==> src/rtl/pbc_pkg.sv <==
package pbc_pkg;

    localparam int SLOTS_PER_BUNDLE = 3;
    localparam int SLOT_W           = 41;
    localparam int TMPL_W           = 5;
    localparam int BUNDLE_W         = TMPL_W + SLOTS_PER_BUNDLE * SLOT_W;
    localparam int OP_W             = 14;
    localparam int REG_W            = 7;
    localparam int PRED_W           = 6;
    localparam int PRED_CNT         = 1 << PRED_W;

    localparam logic [OP_W-1:0] OP_NOP   = 14'd0;
    localparam logic [OP_W-1:0] OP_CMPEQ = 14'd1;

    // Field order from MSB to LSB of one slot.
    typedef struct packed {
        logic [OP_W-1:0]   op;
        logic [REG_W-1:0]  ra;
        logic [REG_W-1:0]  rb;
        logic [REG_W-1:0]  rc;
        logic [PRED_W-1:0] qp;
    } slot_fields_t;

    typedef enum logic [1:0] {
        KIND_NOP = 2'd0,
        KIND_CMP = 2'd1,
        KIND_ALU = 2'd2
    } slot_kind_t;

    typedef struct packed {
        logic              wr_req;
        logic [REG_W-1:0]  dest;
        logic              cmp_we;
        logic [PRED_W-1:0] p_hit;
        logic [PRED_W-1:0] p_miss;
        logic              eq;
    } slot_dec_t;

    function automatic slot_kind_t classify(input logic [OP_W-1:0] op);
        if (op == OP_NOP)   return KIND_NOP;
        if (op == OP_CMPEQ) return KIND_CMP;
        return KIND_ALU;
    endfunction

    function automatic logic [SLOT_W-1:0] slot_of(input logic [BUNDLE_W-1:0] bundle,
                                                  input int idx);
        return bundle[TMPL_W + idx * SLOT_W +: SLOT_W];
    endfunction

endpackage

==> src/rtl/pbc_slot_decode.sv <==
module pbc_slot_decode
    import pbc_pkg::*;
#(
    parameter int DATA_W = 32
) (
    input  logic                valid,
    input  logic [SLOT_W-1:0]   slot_bits,
    input  logic [PRED_CNT-1:0] pred_state,
    input  logic [DATA_W-1:0]   cmp_a,
    input  logic [DATA_W-1:0]   cmp_b,
    output slot_dec_t           dec
);

    slot_fields_t fld;
    slot_kind_t   kind;
    logic         qual;

    always_comb begin
        fld  = slot_fields_t'(slot_bits);
        kind = classify(fld.op);
        qual = pred_state[fld.qp];

        dec.wr_req = valid && (kind == KIND_ALU) && qual;
        dec.dest   = fld.ra;
        dec.cmp_we = valid && (kind == KIND_CMP) && qual;
        dec.p_hit  = fld.ra[PRED_W-1:0];
        dec.p_miss = fld.rb[PRED_W-1:0];
        dec.eq     = (cmp_a == cmp_b);
    end

endmodule

==> src/rtl/pbc_pred_file.sv <==
module pbc_pred_file
    import pbc_pkg::*;
#(
    parameter int NSLOT = 6
) (
    input  logic                clk,
    input  logic                rst,
    input  slot_dec_t           dec [NSLOT],
    output logic [PRED_CNT-1:0] pred_q
);

    localparam logic [PRED_CNT-1:0] RESET_VAL = {{(PRED_CNT-1){1'b0}}, 1'b1};

    logic [PRED_CNT-1:0] pred_nxt;

    // Slots are merged in ascending order so a higher slot overrides.
    always_comb begin
        pred_nxt = pred_q;
        for (int g = 0; g < NSLOT; g++) begin
            if (dec[g].cmp_we) begin
                pred_nxt[dec[g].p_hit]  = dec[g].eq;
                pred_nxt[dec[g].p_miss] = ~dec[g].eq;
            end
        end
        pred_nxt[0] = 1'b1;
    end

    always_ff @(posedge clk) begin
        if (rst) pred_q <= RESET_VAL;
        else     pred_q <= pred_nxt;
    end

endmodule

==> src/rtl/pbc_commit_stage.sv <==
module pbc_commit_stage
    import pbc_pkg::*;
#(
    parameter int NSLOT  = 6,
    parameter int DATA_W = 32
) (
    input  logic                     clk,
    input  logic                     rst,
    input  slot_dec_t                dec [NSLOT],
    input  logic [NSLOT*DATA_W-1:0]  result_flat,
    output logic [NSLOT-1:0]         we_q,
    output logic [NSLOT*REG_W-1:0]   reg_q,
    output logic [NSLOT*DATA_W-1:0]  data_q
);

    for (genvar g = 0; g < NSLOT; g++) begin : g_lane
        always_ff @(posedge clk) begin
            if (rst) begin
                we_q[g]                  <= 1'b0;
                reg_q[g*REG_W +: REG_W]  <= '0;
                data_q[g*DATA_W +: DATA_W] <= '0;
            end else begin
                we_q[g]                  <= dec[g].wr_req;
                reg_q[g*REG_W +: REG_W]  <= dec[g].dest;
                data_q[g*DATA_W +: DATA_W] <= result_flat[g*DATA_W +: DATA_W];
            end
        end
    end

endmodule

==> src/rtl/pred_bundle_commit.sv <==
module pred_bundle_commit
    import pbc_pkg::*;
#(
    parameter int NUM_BUNDLES = 2,
    parameter int DATA_W      = 32
) (
    input  logic                                         clk,
    input  logic                                         rst,
    input  logic [NUM_BUNDLES-1:0]                       bundle_vld,
    input  logic [NUM_BUNDLES*BUNDLE_W-1:0]              bundle_flat,
    input  logic [NUM_BUNDLES*SLOTS_PER_BUNDLE*DATA_W-1:0] slot_result,
    input  logic [NUM_BUNDLES*SLOTS_PER_BUNDLE*DATA_W-1:0] cmp_lhs,
    input  logic [NUM_BUNDLES*SLOTS_PER_BUNDLE*DATA_W-1:0] cmp_rhs,
    output logic [NUM_BUNDLES*SLOTS_PER_BUNDLE-1:0]      commit_we,
    output logic [NUM_BUNDLES*SLOTS_PER_BUNDLE*REG_W-1:0] commit_reg,
    output logic [NUM_BUNDLES*SLOTS_PER_BUNDLE*DATA_W-1:0] commit_data,
    output logic [PRED_CNT-1:0]                          pred_state
);

    localparam int NSLOT = NUM_BUNDLES * SLOTS_PER_BUNDLE;

    slot_dec_t dec [NSLOT];

    for (genvar g = 0; g < NSLOT; g++) begin : g_slot
        localparam int BI = g / SLOTS_PER_BUNDLE;
        localparam int SI = g % SLOTS_PER_BUNDLE;

        pbc_slot_decode #(.DATA_W(DATA_W)) u_dec (
            .valid      (bundle_vld[BI]),
            .slot_bits  (slot_of(bundle_flat[BI*BUNDLE_W +: BUNDLE_W], SI)),
            .pred_state (pred_state),
            .cmp_a      (cmp_lhs[g*DATA_W +: DATA_W]),
            .cmp_b      (cmp_rhs[g*DATA_W +: DATA_W]),
            .dec        (dec[g])
        );
    end

    pbc_pred_file #(.NSLOT(NSLOT)) u_pred (
        .clk    (clk),
        .rst    (rst),
        .dec    (dec),
        .pred_q (pred_state)
    );

    pbc_commit_stage #(.NSLOT(NSLOT), .DATA_W(DATA_W)) u_commit (
        .clk         (clk),
        .rst         (rst),
        .dec         (dec),
        .result_flat (slot_result),
        .we_q        (commit_we),
        .reg_q       (commit_reg),
        .data_q      (commit_data)
    );

endmodule

==> config.mk <==
export PLATFORM = sky130hd
export DESIGN_NAME = pred_bundle_commit
export DESIGN_NICKNAME = d
export VERILOG_FILES = /design/src/rtl/pbc_pkg.sv /design/src/rtl/pbc_slot_decode.sv /design/src/rtl/pbc_pred_file.sv /design/src/rtl/pbc_commit_stage.sv /design/src/rtl/pred_bundle_commit.sv
export SDC_FILE = /design/constraint.sdc
export NUM_CORES = 2
export LEC_CHECK = 0
export BUFFER_PORTS_ARGS = -buffer_cell sky130_fd_sc_hd__buf_2
export CORE_AREA = 2 2 446 448
export CTS_BUF_LIST = sky130_fd_sc_hd__clkbuf_2 sky130_fd_sc_hd__clkbuf_4 sky130_fd_sc_hd__clkbuf_8
export DETAILED_ROUTE_END_ITERATION = 16
export DIE_AREA = 0 0 448 450
export PLACE_DENSITY_LB_ADDON = 0.15
export SLEW_MARGIN = 20
export SYNTH_ARGS = -nofsm -noshare
export SYNTH_HDL_FRONTEND = slang
export SYNTH_SLANG_ARGS = --single-unit
==> constraint.sdc <==
create_clock -name clk -period 4.1 [get_ports clk]
set_clock_uncertainty 0.15 [all_clocks]
set_input_delay 0.41 -clock clk [delete_from_list [all_inputs] [get_ports clk]]
set_output_delay 0.41 -clock clk [all_outputs]
set_load 0.005 [all_outputs]
; After elaboration in Yosys (flattened, before gate mapping)
; Cells that the tools add are included.
[op_classes]
n_reduce_logical = 42
mux = 96
n_eq_ne = 24
n_bitwise = 6
magnitude_cmp = 30
[ops]
columns = op, count
row1 = bitwise mux 64 bit, 12
row2 = two-way mux 64 bit, 6
row3 = equality test 32 bit, 6
row4 = "< comparator 6 x 7 -> 1 bit, second input constant", 18
row5 = "equality test 14 x 1 -> 1 bit, second input constant", 6
row6 = logical NOT 14 bit, 6
row7 = demux 1 bit (select 6 bit), 12
row8 = "greater-or-equal comparator 6 x 1 -> 1 bit, second input constant", 12
row9 = two-way mux 2 bit, 24
row10 = binary-select mux 1 bit (select 6 bit), 6
row11 = logical AND 1 bit, 36
row12 = two-way mux 1 bit, 36
row13 = "equality test 2 x 1 -> 1 bit, second input constant", 6
row14 = "equality test 2 bit, second input constant", 6
row15 = NOT 1 bit, 6
[totals]
register_bits = 304
word_cells = 218
input_bits = 836
output_inout_bits = 304

; Depth between registers and ports, before layout
[depth]
ltp_word = 24
depth_mapped = 15
depth_no_buf = 10

; Cells and area by module
; A second synthesis with hierarchy kept.
[hier_totals]
cells_unflattened = 4360
area_unflattened_um2 = 33612.2
[by_module_without_submodules]
columns = mod, area_each_um2, instances, seq_area_each_um2, cells_each
row1 = pbc_pred_file, 20319.5, 1, 1261.2, 3146
row2 = pbc_slot_decode, 1143.6, 6, 0.0, 118
row3 = pbc_commit_stage, 6431.2, 1, 4804.6, 506

; Least setup slack after synthesis
; No wires, ideal clock.
[synth_timing]
path_type = input to register
start = in bundle_flat[133]
end = reg u_pred.pred_q[43]
path_buffers = 4
arrival_time_ps = 2968
setup_ps = 122
required_ps = 3828
path_slack_ps = 860
stages = 13
path_cell_list = buf_2 -> buf_6 -> mux4_2 -> mux4_2 -> mux2i_1 -> mux2i_1 -> and2_1 -> buf_4 -> buf_6 -> a2bb2oi_2 -> a22oi_1 -> a221oi_1 -> nor2_1
[synth_between]
elab_chain_cells = 10
[synth_rtl]
columns = element, line_no
row1 = from (decl), pred_bundle_commit.sv:10  ; input logic [NUM_BUNDLES*BUNDLE_W-1:0] bundle_flat,
row2 = binary-select mux 1 bit (select 6 bit) *, pbc_slot_decode.sv:21  ; qual = pred_state[fld.qp];
row3 = two-way mux 1 bit (implied by the code) *, pbc_slot_decode.sv:21
row4 = logical AND 1 bit *, pbc_slot_decode.sv:25  ; dec.cmp_we = valid && (kind == KIND_CMP) && qual;
row5 = two-way mux 64 bit *, pbc_pred_file.sv:20  ; if (dec[g].cmp_we) begin
row6 = bitwise mux 64 bit, pbc_pred_file.sv:21  ; pred_nxt[dec[g].p_hit] = dec[g].eq;
row7 = bitwise mux 64 bit, pbc_pred_file.sv:22  ; pred_nxt[dec[g].p_miss] = ~dec[g].eq;
row8 = two-way mux 64 bit *, pbc_pred_file.sv:20
row9 = bitwise mux 64 bit, pbc_pred_file.sv:21
row10 = bitwise mux 64 bit, pbc_pred_file.sv:22
row11 = two-way mux 64 bit *, pbc_pred_file.sv:20
row12 = to (signal assigned), pbc_pred_file.sv:30  ; else pred_q <= pred_nxt;
row13 = to (decl), pbc_pred_file.sv:9  ; output logic [PRED_CNT-1:0] pred_q
; Every way passes the cells marked *; elsewhere a longest branch is shown, timed or not. The select of a mux whose other input is x is not followed.
; A chain may end at the register's enable or synchronous reset.

; Worst setup path in the final report
[layout_timing]
start = reg u_pred.pred_q[10]
end = reg u_pred.pred_q[13]
[layout_between]
elab_chain_cells = 19
word_cells_on_any_way = 34
cone_classes = 28 x mux / 6 x reduce/logical
[layout_rtl]
columns = element, line_no
row1 = binary-select mux 1 bit (select 6 bit), pbc_slot_decode.sv:21
row2 = two-way mux 1 bit (implied by the code), pbc_slot_decode.sv:21
row3 = logical AND 1 bit, pbc_slot_decode.sv:25
row4 = two-way mux 64 bit, pbc_pred_file.sv:20
row5 = bitwise mux 64 bit, pbc_pred_file.sv:21
row6 = bitwise mux 64 bit, pbc_pred_file.sv:22
row7 = two-way mux 64 bit, pbc_pred_file.sv:20
row8 = bitwise mux 64 bit, pbc_pred_file.sv:21
row9 = [3 not listed], n/a
row10 = bitwise mux 64 bit, pbc_pred_file.sv:22
row11 = two-way mux 64 bit, pbc_pred_file.sv:20
row12 = bitwise mux 64 bit, pbc_pred_file.sv:21
row13 = bitwise mux 64 bit, pbc_pred_file.sv:22
row14 = two-way mux 64 bit, pbc_pred_file.sv:20
row15 = bitwise mux 64 bit, pbc_pred_file.sv:21
row16 = bitwise mux 64 bit, pbc_pred_file.sv:22
row17 = two-way mux 64 bit *, pbc_pred_file.sv:20
; Marked as above.

==> impl_metrics.tcl <==
set metrics [dict create \
    setup_ws_ns -0.00894 \
    first_pass_iters 9 \
    floorplan.initialDensity_pct 15.9 \
    ys_warn_count 0 \
    rsz0062_at_grt "false" \
    clk_latency_ns 0.89 \
    violations "negative setup slack" \
    critical_path_arrival_ns 4.74 \
    power_density_nw_per_um2 196 \
    die-area_um2 202000 \
    synth_cell_types 92 \
    antenna_found_initial 40 \
    wl_per_cell_um 30.3 \
    cellLeakagePower_nw 18.8 \
    post-dp-hpwl_um 216000 \
    whs_ns 0.105 \
    worst_ir_drop_vdd_v 0.000289 \
    regArea_um2 6080 \
    numCtsBuffers 61 \
    layout.cells.non_filler 8891 \
    hold_viol_final 0 \
    fp.coreArea_um2 197000 \
    dp.cells 8462 \
    yosysSeqAreaShare_pct 19.4 \
    fillCellCount 22100 \
    grt_pass1_wl_um 357000 \
    endpoint_kind "register" \
    vias 45600 \
    finalCriticalPeriod_ns 4.11 \
    ys_ff_latch 303 \
    startpoint_type "register" \
    crit_fanout 24 \
    drive_gt1_share_pct 34.0 \
    synthesis.area_um2 31300 \
    drc_errors 0 \
    status "finished, violations left" \
    criticalPathCategory "register to register" \
    grt_max_degree 125 \
    area_growth_pct 55.3 \
    netlist_instances 4506 \
    fin_crit_sh_pct 100 \
    routabilityCongestion 1.01 \
    cts_root_buf "clkbuf_8" \
    path_clk_slew_ns 0.07 \
    synth_most_common_cell "nand2_1" \
    wl_um 269000 \
    synth_common_cells "nand2_1 (590), nor2_1 (417), clkbuf_1 (315), dfxtp_1 (303), a21oi_1 (281)" \
    io_pins 1140 \
    slew_viol_final 0 \
    setup_violations 2 \
    viasPerCell 5.13 \
    grt_pass1_vias 42800 \
    die_x_um 448 \
    drt_iter0_markers 5713 \
    required_ns 4.73 \
    cts_buffer_depth 3 \
    cts_sinks 303 \
    ant_nets 0 \
    async_flop_share_pct 0 \
    synth_edf_count 0 \
    worst_pin_slew_ns 1.03 \
    syn_area_per_cell_um2 6.94 \
    hp-class "input port to register" \
    max-slew-margin-rel_pct 31.1 \
    overflow 0 \
    cts_tree "done" \
    num_rows 163 \
    synth_nets 5342 \
    synth_flop_cell "dfxtp_1" \
    htree_levels 2 \
    multi_input_area_um2 23700 \
    nets 7006 \
    synthTopCellsByArea "dfxtp_1 (19%), nand2_1 (7.1%), mux4_2 (6.6%)" \
    drv_cap 0 \
    synth_top_area_share_pct 19.4 \
    fmax_mhz 243 \
    grtUsageTotal_pct 25.2 \
    yosysTopAreaCell "dfxtp_1" \
    die_h_um 450 \
    io_buffers 1080 \
]
==> cell families (layout without fill, tap and decap cells) <==
family	Yosys count	in the layout	synth area share, %
simple gates	2059	2059	32.7
compound gates	1335	1335	27.4
buf+inv	445	2158	5.90
flops	303	303	19.4
xor+xnor	192	192	5.38
mux	171	171	9.21
other cells	1	33	0.0120
==> where the power goes <==
| group | total, W | switching [W] | internal, W |
|---|---|---|---|
| sequential | 0.00312 | 0.0000460 | 0.00307 |
| combinational | 0.00234 | 0.00134 | 0.00100 |
| clock | 0.00407 | 0.00177 | 0.00230 |
==> worst max-delay path, cell delays in order (launching register included) <==
cell and delay (ns):
dfxtp_1 0.59, mux2_2 0.24, a222oi_1 0.08, a31o_2 0.27, nand4b_1 0.32, a211o_2 0.51
buf_12 0.20, nor2_1 0.11, o22ai_1 0.09, buf_4 0.16, o21ai_0 0.41, o21ai_0 0.21
buf_4 0.21, a31oi_1 0.26, buf_4 0.16
==> area by class of cell <==
type                            count  share of cell area, %
Antenna cell                       32                  0.165
Timing Repair Buffer             2038                   28.6
Tap cell                         2640                   6.80
Inverter                            8                 0.0618
Clock inverter                     24                  0.760
Multi-Input combinational cell   3758                   48.7
Sequential cell                   303                   12.5
Clock buffer                       88                   2.33
==> path summary, 6_finish.rpt <==
kind              cells after the start                 to              start  slack, ns
setup / recovery                     14  u_pred.pred_q[13]  u_pred.pred_q[10]     -0.009
hold / removal                        5   u_commit.we_q[0]    bundle_flat[10]       0.11
setup reg to reg                     14  u_pred.pred_q[13]  u_pred.pred_q[10]     -0.009
hold reg to reg                       6   u_pred.pred_q[1]   u_pred.pred_q[1]       1.04
==> cells in the final DEF (no fill, tap or decap), types with 56 or more instances in the layout <==
master	netlist	final
buf_2	59	1079
buf_4	12	630
nand2_1	590	589
nor2_1	417	412
dfxtp_1	303	289
dlygate4sd3_1	0	280
a21oi_1	281	277
o21ai_0	272	269
nor2b_1	248	247
o22ai_1	210	210
nand3_1	193	193
xor2_1	136	136
nor3_1	139	134
a31oi_1	114	113
mux4_2	91	91
nor4_1	83	81
a22oi_1	79	78
clkbuf_8	0	75
nand4_1	71	71
mux2i_1	57	56
xnor2_1	56	56
==> what timing repair did <==
action | CTS | global route
cloned | 0 | 1
setup endpoints to repair | 57 | 20
hold buffers | 280 | 0
hold endpoints to repair | 243 | 0
buffers inserted | 1 | 4
resized for setup | 33 | 14
pin swaps | 4 | 5
==> state kept, by name (all words and copies together) (netlist names) <==
| signal | flops |
|---|---|
| u_commit.data_q | 192 |
| u_pred.pred_q | 63 |
| u_commit.reg_q | 42 |
| u_commit.we_q | 6 |
==> per-stage QoR <==
step	utilization (%)	setup WS [ns]	total power [W]	TNS [ns]	cell area, um^2
finish	24.7	-0.00894	0.00952	-0.0133	48600
global route	24.7	0.00391	0.00995	0	48500
CTS	24.6	0.00144	0.00968	0	48400
detailed placement	22.4	-0.719	0.00527	-15.19	44000
global placement	22.4	-0.848	0.00527	-16.71	44000
floorplan	-	0.860	0.00408	0	31300
==> metal layers <==
layer	wire length (um)	vias to the layer above	part of all wire, %	global-route usage (%)
met5	210	-	0.078	0
met4	17200	32	6.4	13.8
met3	25300	547	9.4	4.93
met2	118000	2955	44	39.5
met1	108000	22000	40	32.2
li1	-	20100	-	-
No activity file was read; power rests on OpenSTA's default activity.
